==> src/rtl/dring_pkg.sv <==
// Shared definitions for the delay ring.
// Assumes one line width for the whole ring; the slot record carries a valid flag.
package dring_pkg;
    parameter int unsigned LINE_W = 18;

    typedef struct packed {
        logic              vld;
        logic [LINE_W-1:0] line;
    } slot_t;
endpackage

==> src/rtl/dring_token.sv <==
// Step counter and one-hot token for the ring.
// Raises `visit` on the last cycle of each step; the token advances on the edge
// that ends that cycle. Assumes STEP >= 2 and SLOTS >= 2.
module dring_token #(
    parameter int unsigned SLOTS = 15,
    parameter int unsigned STEP  = 4
) (
    input  logic             clk,
    input  logic             rst_n,
    output logic [SLOTS-1:0] tok,
    output logic             visit
);
    localparam int unsigned CNT_W = (STEP > 2) ? $clog2(STEP) : 1;
    localparam logic [CNT_W-1:0] CNT_LAST = CNT_W'(STEP - 1);

    logic [CNT_W-1:0] cnt;

    assign visit = (cnt == CNT_LAST);

    // Count cycles within a step; wrap on the visit cycle.
    always_ff @(posedge clk) begin
        if (!rst_n)     cnt <= '0;
        else if (visit) cnt <= '0;
        else            cnt <= cnt + 1'b1;
    end

    // Rotate the token one slot upward at the end of each step.
    always_ff @(posedge clk) begin
        if (!rst_n)     tok <= SLOTS'(1);
        else if (visit) tok <= {tok[SLOTS-2:0], tok[SLOTS-1]};
    end

    assert_token_onehot_R2: assert property (@(posedge clk) disable iff (!rst_n)
        $countones(tok) == 1);
    assert_token_hold_R2: assert property (@(posedge clk) disable iff (!rst_n)
        !visit |=> $stable(tok));
    assert_token_step_R2: assert property (@(posedge clk) disable iff (!rst_n)
        visit |=> tok == {$past(tok[SLOTS-2:0]), $past(tok[SLOTS-1])});
endmodule

==> src/rtl/dring_hold.sv <==
// Single pending-enqueue register with a saturating drop counter.
// The pending entry is consumed by a visit. A fresh enqueue always wins the register.
module dring_hold
    import dring_pkg::*;
#(
    parameter int unsigned DROP_W = 8
) (
    input  logic              clk,
    input  logic              rst_n,
    input  logic              enq_valid,
    input  logic [LINE_W-1:0] enq_line,
    input  logic              visit,
    output slot_t             pend,
    output logic [DROP_W-1:0] drop_count
);
    localparam logic [DROP_W-1:0] DROP_MAX = '1;

    logic lost;
    assign lost = enq_valid && pend.vld && !visit;

    // Capture new enqueues; release the pending entry when a slot takes it.
    always_ff @(posedge clk) begin
        if (!rst_n)         pend <= '0;
        else if (enq_valid) pend <= '{vld: 1'b1, line: enq_line};
        else if (visit)     pend.vld <= 1'b0;
    end

    // Count overwritten pending entries, saturating at the top value.
    always_ff @(posedge clk) begin
        if (!rst_n)                             drop_count <= '0;
        else if (lost && drop_count != DROP_MAX) drop_count <= drop_count + 1'b1;
    end

    assert_enq_captured_R4: assert property (@(posedge clk) disable iff (!rst_n)
        enq_valid |=> pend.vld && pend.line == $past(enq_line));
    assert_drop_count_R6: assert property (@(posedge clk) disable iff (!rst_n)
        (enq_valid && pend.vld && !visit && drop_count != DROP_MAX)
        |=> drop_count == $past(drop_count) + 1'b1);
    assert_no_drop_on_visit_R7: assert property (@(posedge clk) disable iff (!rst_n)
        visit |=> $stable(drop_count));
endmodule

==> src/rtl/dring_slots.sv <==
// Ring storage. Only the slot selected by the one-hot token is written or read.
// On a visit the selected slot takes the pending record as is; a record with
// vld=0 leaves the slot empty. Assumes `tok` is one-hot.
module dring_slots
    import dring_pkg::*;
#(
    parameter int unsigned SLOTS = 15
) (
    input  logic             clk,
    input  logic             rst_n,
    input  logic [SLOTS-1:0] tok,
    input  logic             visit,
    input  slot_t            pend,
    output slot_t            head
);
    localparam int unsigned REC_W = $bits(slot_t);

    slot_t slot [SLOTS];

    for (genvar i = 0; i < SLOTS; i++) begin : g_slot
        // Refill or empty this slot when the token visits it.
        always_ff @(posedge clk) begin
            if (!rst_n)                slot[i] <= '0;
            else if (visit && tok[i])  slot[i] <= pend;
        end
    end

    // One-hot read mux: OR together the masked slot records.
    always_comb begin
        logic [REC_W-1:0] acc;
        acc = '0;
        for (int i = 0; i < SLOTS; i++) begin
            acc = acc | ({REC_W{tok[i]}} & slot[i]);
        end
        head = slot_t'(acc);
    end

    assert_load_from_pend_R5: assert property (@(posedge clk) disable iff (!rst_n)
        (visit && tok[0]) |=> slot[0] == $past(pend));
endmodule

==> src/rtl/line_delay_ring.sv <==
// Delay ring top: holds each enqueued line address for SLOTS*STEP cycles and then
// presents it as a left-bank write request. Assumes the consumer accepts every
// dequeue in the cycle it is presented; there is no back-pressure.
module line_delay_ring
    import dring_pkg::*;
#(
    parameter int unsigned SLOTS  = 15,
    parameter int unsigned STEP   = 4,
    parameter int unsigned DROP_W = 8
) (
    input  logic              clk,
    input  logic              rst_n,
    input  logic              enq_valid,
    input  logic [LINE_W-1:0] enq_line,
    output logic              deq_valid,
    output logic [LINE_W-1:0] deq_line,
    output logic [DROP_W-1:0] drop_count
);
    logic [SLOTS-1:0] tok;
    logic             visit;
    slot_t            pend;
    slot_t            head;

    dring_token #(.SLOTS(SLOTS), .STEP(STEP)) u_token (
        .clk(clk), .rst_n(rst_n), .tok(tok), .visit(visit));

    dring_hold #(.DROP_W(DROP_W)) u_hold (
        .clk(clk), .rst_n(rst_n), .enq_valid(enq_valid), .enq_line(enq_line),
        .visit(visit), .pend(pend), .drop_count(drop_count));

    dring_slots #(.SLOTS(SLOTS)) u_slots (
        .clk(clk), .rst_n(rst_n), .tok(tok), .visit(visit), .pend(pend), .head(head));

    // Emit the visited slot's address before it is overwritten at the edge.
    assign deq_valid = visit && head.vld;
    assign deq_line  = head.line;

    assert_single_pulse_R8: assert property (@(posedge clk) disable iff (!rst_n)
        deq_valid |=> !deq_valid);
endmodule

==> config.mk <==
export PLATFORM = sky130hd
export DESIGN_NAME = line_delay_ring
export DESIGN_NICKNAME = d
export VERILOG_FILES = /design/src/rtl/dring_pkg.sv /design/src/rtl/dring_token.sv /design/src/rtl/dring_hold.sv /design/src/rtl/dring_slots.sv /design/src/rtl/line_delay_ring.sv
export SDC_FILE = /design/constraint.sdc
export NUM_CORES = 1
export LEC_CHECK = 0
export BUFFER_PORTS_ARGS = -buffer_cell sky130_fd_sc_hd__buf_2
export CORE_MARGIN = 10
export CORE_UTILIZATION = 48
export DETAILED_ROUTE_END_ITERATION = 10
export PLACE_DENSITY = 0.63
export SYNTH_ARGS = -nofsm -noshare
export SYNTH_HDL_FRONTEND = slang
export SYNTH_HIERARCHICAL = 1
export SYNTH_SLANG_ARGS = --single-unit
==> constraint.sdc <==
create_clock -name clk -period 2.3 [get_ports clk]
set_clock_uncertainty 0.15 [all_clocks]
set_input_delay 0.115 -clock clk [delete_from_list [all_inputs] [get_ports clk]]
set_output_delay 0.115 -clock clk [all_outputs]
set_load 0.05 [all_outputs]
---- After elaboration in Yosys (flattened, before gate mapping) ----
Memories as Yosys holds them, arrays and structs flattened.
Index checks and enable logic that the tools add are counted.
cells by class
  eq/ne operators ......................... 2
  $add $sub $neg .......................... 2
  mux-type cells .......................... 63
  reduce and logical (&&, ||, !) cells .... 22
  bitwise operators ....................... 45
operators by type and width
  cell                   number
  $and A19 B19 Y19       15
  $mux W19               15
  $or A19 B19 Y19        14
  $mux W1                48
  $logic_and A1 B1 Y1    19
  $or A1 B1 Y1           15
  $add A8 B1 Y8 const B  1
  $ne A8 B8 Y1 const B   1
  $add A2 B1 Y2 const B  1
  $eq A2 B2 Y1 const B   1
  $reduce_bool A2 Y1     1
  $reduce_or A2 Y1       1
  $logic_not A1 Y1       1
  $not A1 Y1             1
storage, ports and cells
  logic and storage cells ................. 140
  memories ................................ 1
  output and inout port bits .............. 27
  register bits ........................... 44
  bits in writable memories ............... 285
memory list
  name          words  bits a word  read ports  clocked after Yosys merged registers in  write ports  RTL line           source
  u_slots.slot  15     19           15          0                                        15           dring_slots.sv:18  slot_t slot [SLOTS];

---- Logic depth before layout (Yosys ltp) ----
Gate-level depths: netlist of run 1.
  depth in word-level cells ............... 16
  mapped depth ............................ 6

---- Hierarchy ----
Netlist of run 1, hierarchy kept.
by module, submodules not included
  module           area an instance (sq um)  instances  cells each
  dring_slots      12450.7                   1          871
  dring_hold       1159.9                    1          111
  dring_token      659.4                     1          54
  line_delay_ring  6.3                       1          1

---- Worst setup path before layout of run 1 ----
OpenSTA, ideal clock, no wires.
  path kind ............................... register to register
  start ................................... register u_token.cnt[0]
  end ..................................... memory u_slots/slot[0][133] (netlist name) (enable)
  buffers on the path ..................... 2
  required time ........................... 1.774 ns
  arrival ................................. 1.412 ns
  slack ................................... 0.363 ns
  stages on the path, launching flop included .. 6
  cells stage by stage .................... dfxtp_1 ha_1 buf_6 buf_2 nand2_1 nand2_1
RTL lines
  item                    RTL line           source
  from (decl)             dring_token.sv:16  logic [CNT_W-1:0] cnt;
  from (signal assigned)  dring_token.sv:24  else cnt <= cnt + 1'b1;
  to (decl)               dring_slots.sv:18

---- Worst setup path after layout of run 1 ----
  start ................................... register u_token.tok[2]
  end ..................................... output deq_line[8]
on the way
  cells in the longest elaborated chain, start to end .. 14
RTL lines
  item                           RTL line               source
  from (decl)                    dring_token.sv:10      output logic [SLOTS-1:0] tok,
  from (signal assigned)         dring_token.sv:30      else if (visit) tok <= {tok[SLOTS-2:0], tok[SLOTS-1]};
  $and A19 B19 Y19               dring_slots.sv:33      acc = acc | ({REC_W{tok[i]}} & slot[i]);
  $or A19 B19 Y19 (13 in a row)  dring_slots.sv:33
  to (decl)                      line_delay_ring.sv:16  output logic [LINE_W-1:0] deq_line,
Every way passes these cells.

==> metrics.csv, run 1 <==
stage,metric,value,unit
layout,Synth-to-Final Area Change,14.9,%
power_and_ir_drop,Power Dens Cells,778,nW/um^2
routing,vias,8577,
global_route,pin count of the biggest net entering global routing,35,
sta,setup TNS,-0.959,ns
synth,largest family of logic cells by synthesized area,simple AND/OR/NAND/NOR gates,
routing,# DRC,0,
synth,post-synthesis sequential area ratio,0.661,
power_and_ir_drop,maximum VDD drop,0.499,mV
placed_design,area post-placement,14900,sq um
sta,RSZ-0062 raised after global routing,true,
clock_tree,CTS tree,done,
hold_path,Hold WC Path Type,in -> reg,
routing,1st-iter DRT viols,736,
synth,Yosys warning count,6,
clock_tree,clock sink total,329,
routing,final WL,33700,um
synth,XOR/XNOR Fraction of Synth Area,0,
sta,final hold violation count,0,
clock_tree,Skew-Pair Late Insertion Delay,0.51,ns
layout,ratio of cells with drive above 1 in the final layout,0.153,
synth,synthesized flop and latch total,329,
sta,final setup fails,12,
sta,Max Slew Vio Count,0,
synth,Mapped Nets,1061,
routing,ANT nets after route,0,
synth,post-synth design cell area,14300,sq um
synth,compound-gate portion of the synthesized area,0.0835,
placed_design,post-DP HPWL,22100,um
sta,setup slack after layout,-0.149,ns
floorplan,Die Ht,192,um
critical_path,worst endpoint required time,2.04,ns
sta,worst hold margin,0.0297,ns
synth,post-synthesis adder-cell area fraction,0.00263,
outcome,status,"complete, but fails checks",
routing,DR vias/cell,5.66,
floorplan,IO Pins,48,
layout,"most common cell after layout, fill and taps aside",and2_1,
floorplan,initial core utilization,0.484,
clock_tree,CTS Buf Count,35,
layout,Layout Nets,1127,
layout,finished layout cell area,16400,sq um
layout,most frequent cells in the layout,"286 x and2_1, 285 x edfxtp_1, 76 x a22oi_1",
sta,FMAX,408,MHz
routing,wire length per cell,22.2,um
sta,Slew headroom,0.448,
global_route,vias in the first global route,8460,
clock_tree,H-tree depth,2,
power_and_ir_drop,cell leakage power,6.06,nW
sta,Worst Tran Pin Value,0.829,ns
placed_design,Cells after DPL,1432,
critical_path,CP max FO,9,
placed_design,IO buf count,47,
floorplan,CORE AREA,29500,sq um
sta,Tcrit/Tclk final,1.06,
global_route,initial antenna violation count,0,
power_and_ir_drop,total power,12.8,mW
floorplan,num rows,63,
outcome,failing checks,negative setup slack,
layout,Util after Layout,0.557,
floorplan,Die W,192,um
critical_path,Setup crit start kind,flip-flop,
layout,Filler cells,2408,
placed_design,RD Place Congestion,0.812,
floorplan,die area,37000,sq um
global_route,Total GRT Usage,0.181,
global_route,total global routing overflow,0,
synth,"Avg Cell Area, Syn",13.8,sq um
clock_tree,root buffer cell,clkbuf_16,
job,Max-Cap Viols,0,
clock_tree,"Clk pin slew, worst setup/hold paths",0.06,ns
placed_design,pre-CTS setup slack,0.231,ns
synth,multiplexer area fraction after synthesis,0.0259,
critical_path,kind of critical path,reg -> out,
global_route,first-pass GRT wire length,51600,um
critical_path,Worst setup EP type,primary output,
synth,Mapped Cells,1037,
critical_path,"Arr. time, crit path",2.18,ns
sta,Tmin final,2.45,ns
routing,Pre-antenna DRT Iters,6,
clock_tree,clk buf depth,3,
synth,distinct cell type count after synthesis,36,
synth,Synth Area in Simple Gates,0.182,
clock_tree,setup bufs post-CTS,0,
layout,Non-Filler Instances,1516,
[per-layer routing]
metal,track usage,vias up,share of wire
met5,0,-,0
met4,0.0474,0,0.018
met3,0.0271,56,0.053
met2,0.297,243,0.49
met1,0.248,4324,0.44
li1,-,3954,-
[timing repair]
action                                  4_1_cts  5_1_grt
endpoints found under the hold margin        21        0
cloned                                        0        1
endpoints found under the setup margin       19       20
resized for setup                            44       13
hold buffers                                 23        0
pin swaps                                    14       17
[cells in the mapped netlist]
cell,count,share of area
and2_1,287,0.13
edfxtp_1,285,0.60
a22oi_1,76,0.040
dfxtp_1,44,0.062
clkbuf_1,42,0.011
nand2_1,41,0.011
mux2i_1,37,0.026
and3_1,36,0.016
nor2b_1,33,0.014
buf_6,32,0.025
nand4_1,20,0.0088
a221oi_1,19,0.012
a222oi_1,19,0.013
a22o_1,19,0.012
buf_2,17,0.0060
ha_1,3,0.0026
a21oi_1,2,0.00070
a41o_1,2,0.0014
and3b_1,2,0.0012
nand2b_1,2,0.00088
nor3b_1,2,0.0011
o21a_1,2,0.0011
o311a_1,2,0.0014
a211oi_1,1,0.00053
a211oi_2,1,0.00088
and3b_2,1,0.00070
buf_12,1,0.0014
buf_4,1,0.00053
clkbuf_2,1,0.00035
inv_1,1,0.00026
nand3_1,1,0.00035
nand3_2,1,0.00070
nand3b_2,1,0.00079
nor3_2,1,0.00070
o2111ai_1,1,0.00061
o21ai_0,1,0.00035
[cell families after synthesis]
logic type	Yosys count
simple gates	428
flops	329
compound gates	145
mux	37
fa+ha+maj	3
buf+inv	95
[path summary, 6_finish.rpt]
path,endpoint,start,slack (ns),cells past startpoint
setup / recovery,deq_line[8],u_token/tok[2],-0.15,5
hold reg to reg,u_token/cnt[0],u_token/cnt[0],0.31,1
hold / removal,u_token/tok[6],rst_n,0.03,3
setup reg to reg,u_hold/pend[0],u_hold/pend[0],0.20,4
[sequential cells by signal, summed over array words and instances, names as in the netlist]
signal,cells
u_hold/pend,19
u_slots/slot,285
u_token/cnt,2
u_token/tok,15
u_hold/drop_count,8
[layout make-up]
class,count,area (sq um),share of cell area
clock buffers,51,1040,0.0633
multi-input cells,613,4270,0.260
flip-flops and latches,329,9450,0.576
diodes,1,2.50,0.000152
well taps,390,488,0.0297
repair buffers,123,1130,0.0686
clock inverters,8,35.0,0.00213
inverters,1,3.75,0.000229
[power breakdown]
group	switching, mW	leakage [nW]	total [mW]	internal (mW)
logic	0.411	2.23	0.659	0.248
registers	0.156	3.31	6.83	6.68
clock network	2.17	0.522	5.28	3.11
total	2.74	6.06	12.8	10.0
[critical path, stage by stage, from the launching register on]
cell      delay, ns
dfxtp_2        0.35
buf_8          0.15
a222oi_1       0.49
and3_1         0.28
nand4_1        0.19
buf_6          0.21
Power figures use the tool's default switching activity.
==> inputs of run 2 (changes only) <==
CORE_UTILIZATION = 45   (was 48)
PLACE_DENSITY = 0.6   (was 0.63)
==> metrics.csv, run 2 (synthesis gave the netlist of run 1 again) <==
stage,metric,value,unit
layout,Multi-input gate area,4240,sq um
critical_path,"delay-heaviest family, CP",compound AO/OA/AOI/OAI gates,
critical_path,reg2reg setup slack,0.20,ns
routing,vias,8669,
global_route,met3 Usage GRT,0.0261,
floorplan,die area,39200,sq um
critical_path,Crit. Startpoint,u_token/tok[2],
critical_path,CP max-delay cell,a222oi_1,
routing,wire length per cell,23.1,um
global_route,first-pass GRT wire length,54900,um
layout,Layout Nets,1150,
floorplan,num rows,65,
power_and_ir_drop,total power,12.7,mW
power_and_ir_drop,cell leakage power,6.15,nW
placed_design,IO buf count,47,
hold_path,Hold Startpoint,enq_line[4],
critical_path,instance count on the critical path,5,
critical_path,R2R cell count,4,
sta,setup slack after layout,-0.206,ns
sta,Tcrit/Tclk final,1.09,
clock_tree,H-tree depth,2,
routing,1st-iter DRT viols,835,
global_route,Total GRT Usage,0.184,
layout,Filler cells,2619,
sta,worst hold margin,0.254,ns
clock_tree,clk buf depth,3,
critical_path,kind of critical path,reg -> out,
sta,Slew headroom,0.379,
hold_path,Hold WC Path Type,in -> reg,
routing,ANT nets after route,0,
critical_path,CP max FO,11,
critical_path,Setup crit start kind,flip-flop,
routing,final WL,35900,um
outcome,failing checks,negative setup slack,
job,Max-Cap Viols,0,
global_route,gr busiest metal,met2,
global_route,GR Util met2,0.314,
floorplan,initial core utilization,0.455,
sta,FMAX,399,MHz
layout,largest registers in the final layout,"u_slots/slot: 285 flops, u_hold/pend: 19 flops, u_token/tok: 15 flops",
floorplan,Die Ht,198,um
sta,final setup fails,17,
critical_path,CP Cell Sequence,buf_12 -> a222oi_1 -> and3_1 -> nand4_1 -> buf_6,
critical_path,CP bufs+invs,2,
global_route,vias in the first global route,8810,
placed_design,post-DP HPWL,22700,um
critical_path,worst reg2reg path startpoint,u_token/cnt[0],
floorplan,IO Pins,48,
outcome,status,"complete, but fails checks",
clock_tree,root buffer cell,clkbuf_16,
clock_tree,CTS tree,done,
sta,Worst Tran Pin Value,0.931,ns
placed_design,RD Place Congestion,0.778,
power_and_ir_drop,Power Dens Cells,763,nW/um^2
clock_tree,CTS Buf Count,36,
sta,setup TNS,-1.53,ns
critical_path,delay of the slowest critical-path stage,0.54,ns
layout,register cell area after layout,9450,sq um
layout,most frequent cells in the layout,"286 x and2_1, 285 x edfxtp_1, 75 x a22oi_1",
sta,Max Slew Vio Count,0,
global_route,pin count of the biggest net entering global routing,35,
sta,Tmin final,2.51,ns
routing,# DRC,0,
clock_tree,"Clk pin slew, worst setup/hold paths",0.06,ns
critical_path,Worst setup EP type,primary output,
floorplan,CORE AREA,31400,sq um
global_route,initial antenna violation count,0,
clock_tree,Skew-Pair Late Insertion Delay,0.50,ns
clock_tree,clock sink total,329,
layout,Largest register FFs,285,
layout,Reg with most FFs,u_slots/slot,
global_route,total global routing overflow,0,
layout,ratio of cells with drive above 1 in the final layout,0.159,
layout,Synth-to-Final Area Change,16.2,%
layout,"most common cell after layout, fill and taps aside",and2_1,
placed_design,area post-placement,15000,sq um
critical_path,"Arr. time, crit path",2.24,ns
sta,final hold violation count,0,
floorplan,Die W,198,um
layout,finished layout cell area,16600,sq um
routing,DR vias/cell,5.58,
hold_path,Worst Hold Depth,4,
global_route,met1 Use GR,0.246,
sta,RSZ-0062 raised after global routing,true,
power_and_ir_drop,maximum VDD drop,0.615,mV
critical_path,worst endpoint required time,2.04,ns
routing,Pre-antenna DRT Iters,6,
[run 2: area by class of cell]
class,instances,share of cell area
clock inverter,11,0.00309
antenna,3,0.000453
multi-input combinational,613,0.256
inverter,1,0.000226
sequential,329,0.570
clock buffer,50,0.0588
timing repair buffer,145,0.0816
tap,402,0.0303
[run 2: worst register-to-register path: stages (launching register included)]
cell and delay, ns:
dfxtp_1 0.36, ha_1 0.21, buf_12 0.19, and3_1 0.82, and2_1 0.23
[run 2: path summary, 6_finish.rpt]
| kind | to |
|---|---|
| max | deq_line[10] |
| min | u_hold/pend[4] |
| max reg2reg | u_slots/slot[0][107] |
| min reg2reg | u_token/cnt[0] |
[run 2: routing by layer]
metal / wire [um] / up-vias
met1: 15800 / 4392
li1: - / 4006
met2: 17900 / 236
met5: 0 / -
met3: 1790 / 35
met4: 419 / 0
[run 2: where the power goes]
group,total (mW),switching (mW),internal (mW)
registers,6.83,0.153,6.67
clock network,5.13,2.18,2.95
logic,0.696,0.431,0.264
total,12.7,2.76,9.89
[run 2: per-stage QoR]
step            util  std cells  setup WS (ns)
5_1_grt        0.528       1551         -0.259
3_5_place_dp   0.478       1457          0.240
6_report       0.528       1554         -0.206
4_1_cts        0.528       1550         -0.207
2_1_floorplan      -       1037          0.363
3_3_place_gp   0.478       1457          0.198
[run 2: timing repair]
action,in CTS,in global routing
endpoints found under the hold margin,25,0
hold buffers,23,0
endpoints found under the setup margin,19,19
setup buffers,6,2
gates cloned,3,0
gates resized for setup,63,4
pin swaps,37,18
==> inputs of run 3 (changes only) <==
REMOVE_ABC_BUFFERS = 1   (was unset)
SKIP_LAST_GASP = 1   (was unset)
==> metrics.csv, run 3 (synthesis gave the netlist of run 1 again) <==
stage,metric,value,unit
outcome,status,"complete, but fails checks",
outcome,failing checks,negative setup slack,
floorplan,Die W,198,um
critical_path,CP max-delay cell,a222oi_1,
layout,Filler cells,2592,
critical_path,Worst setup EP type,primary output,
critical_path,CP bufs+invs,2,
power_and_ir_drop,Power Dens Cells,774,nW/um^2
floorplan,Die Ht,198,um
placed_design,Cells after DPL,1448,
layout,Non-Filler Instances,1551,
critical_path,"delay-heaviest family, CP",simple AND/OR/NAND/NOR gates,
critical_path,delay of the slowest critical-path stage,0.43,ns
sta,final hold violation count,0,
critical_path,reg2reg end,u_slots/slot[0][68],
layout,Largest register FFs,285,
sta,Tmin final,2.36,ns
sta,setup slack after layout,-0.0570,ns
layout,largest registers in the final layout,"u_slots/slot: 285 flops, u_hold/pend: 19 flops, u_token/tok: 15 flops",
clock_tree,Skew-Pair Late Insertion Delay,0.51,ns
routing,final WL,36400,um
routing,1st-iter DRT viols,670,
global_route,total global routing overflow,0,
placed_design,RD Place Congestion,0.819,
critical_path,worst reg2reg path startpoint,u_token/cnt[0],
layout,Multi-input gate area,4270,sq um
sta,Tcrit/Tclk final,1.02,
global_route,vias in the first global route,8790,
clock_tree,clk buf depth,3,
layout,Reg with most FFs,u_slots/slot,
routing,Pre-antenna DRT Iters,5,
floorplan,CORE AREA,31400,sq um
critical_path,Setup crit start kind,flip-flop,
clock_tree,CTS Buf Count,37,
global_route,first-pass GRT wire length,54400,um
clock_tree,H-tree depth,2,
hold_path,Hold WC Path Type,in -> reg,
clock_tree,"Clk pin slew, worst setup/hold paths",0.06,ns
critical_path,kind of critical path,reg -> out,
floorplan,num rows,65,
sta,Slew headroom,0.402,
layout,most frequent cells in the layout,"286 x and2_1, 285 x edfxtp_1, 74 x a22oi_1",
job,Max-Cap Viols,0,
sta,FMAX,424,MHz
clock_tree,clock sink total,329,
clock_tree,root buffer cell,clkbuf_16,
critical_path,reg2reg setup slack,0.23,ns
sta,Worst Tran Pin Value,0.897,ns
critical_path,"Arr. time, crit path",2.09,ns
floorplan,IO Pins,48,
placed_design,post-DP HPWL,23100,um
layout,"most common cell after layout, fill and taps aside",and2_1,
critical_path,R2R cell count,4,
critical_path,cell repeated most along the worst path,buf_6,
placed_design,area post-placement,15000,sq um
layout,Synth-to-Final Area Change,16.7,%
global_route,initial antenna violation count,0,
routing,ANT nets after route,0,
critical_path,CP Cell Sequence,buf_6 -> a222oi_1 -> and3_4 -> nand4_1 -> buf_6,
power_and_ir_drop,cell leakage power,6.17,nW
sta,Max Slew Vio Count,0,
floorplan,initial core utilization,0.455,
power_and_ir_drop,maximum VDD drop,0.501,mV
global_route,Total GRT Usage,0.183,
routing,vias,8718,
critical_path,CP max FO,7,
clock_tree,CTS tree,done,
layout,finished layout cell area,16700,sq um
layout,register cell area after layout,9460,sq um
layout,Util after Layout,0.531,
hold_path,Hold Startpoint,enq_valid,
sta,RSZ-0062 raised after global routing,true,
hold_path,hold endpoint,u_hold/pend[18],
placed_design,IO buf count,47,
hold_path,Worst Hold Depth,3,
floorplan,die area,39200,sq um
routing,# DRC,0,
critical_path,worst endpoint required time,2.04,ns
routing,wire length per cell,23.5,um
layout,ratio of cells with drive above 1 in the final layout,0.159,
routing,DR vias/cell,5.62,
global_route,pin count of the biggest net entering global routing,35,
layout,Layout Nets,1145,
sta,final setup fails,6,
## run 3: cell types whose count changed in the layout (fill, tap and decap cells not counted), moves of 3 or more
cell | before | now
clkbuf_16 | 37 | 40
clkbuf_1 | 13 | 10
clkinv_1 | 6 | 12
buf_4 | 56 | 44
dfxtp_1 | 40 | 37
buf_12 | 12 | 17
buf_6 | 22 | 19
dlygate4sd3_1 | 23 | 27
## run 3: how the worst max path moves through the flow
stage                               start            endpoint  slack, ns  depth (start not counted)
after global routing      u_token/tok[11]           deq_valid      -0.11                          6
after floorplan            u_token/cnt[0]  u_slots/slot[0][0]       0.30                          3
final                      u_token/tok[2]         deq_line[5]      -0.06                          5
after CTS                  u_token/tok[2]         deq_line[5]      -0.06                          5
after global placement     u_token/tok[4]         deq_line[5]       0.22                          5
after detailed placement   u_token/tok[4]         deq_line[5]       0.24                          5
## run 3: worst min-delay path: stages
cell	delay, ns
buf_2	0.17
buf_4	0.24
o21a_1	0.21
## run 3: routing by layer
layer / GRT usage / vias to the layer above / share of wire
li1: - / 4012 / -
met2: 0.291 / 307 / 0.47
met5: 0 / - / 0
met1: 0.255 / 4356 / 0.45
met4: 0.0487 / 0 / 0.018
met3: 0.0297 / 43 / 0.061
## run 3: area by class of cell
class | instances | share of cell area
tap | 402 | 0.0302
clock buffer | 49 | 0.0608
multi-input combinational | 613 | 0.256
sequential | 329 | 0.567
timing repair buffer | 139 | 0.0807
clock inverter | 17 | 0.00443
antenna | 1 | 0.000150
inverter | 1 | 0.000225
## run 3: repair_timing
| item | in CTS | in global routing |
|---|---|---|
| gates resized for setup | 59 | 22 |
| hold buffers | 27 | 0 |
| gates cloned | 0 | 1 |
| endpoints found under the hold margin | 19 | 0 |
| pin swaps | 26 | 32 |
| buffers inserted | 4 | 4 |
| setup endpoints to repair | 19 | 20 |
## run 3: where the power goes
| part | total, mW | internal [mW] | switching [mW] |
|---|---|---|---|
| registers | 6.83 | 6.67 | 0.157 |
| logic | 0.702 | 0.262 | 0.440 |
| clock network | 5.36 | 3.09 | 2.27 |
| total | 12.9 | 10.0 | 2.87 |
## run 3: through the flow
stage                     hold slack, ns  power [mW]  setup WS [ns]  setup TNS, ns
after floorplan                   0.0269        7.22          0.298              0
after global placement             0.224        7.56          0.222              0
after detailed placement           0.230        7.58          0.245              0
after CTS                          0.107        13.0        -0.0633         -0.320
after global routing               0.123        13.3         -0.108          -1.10
final                              0.129        12.9        -0.0570         -0.160
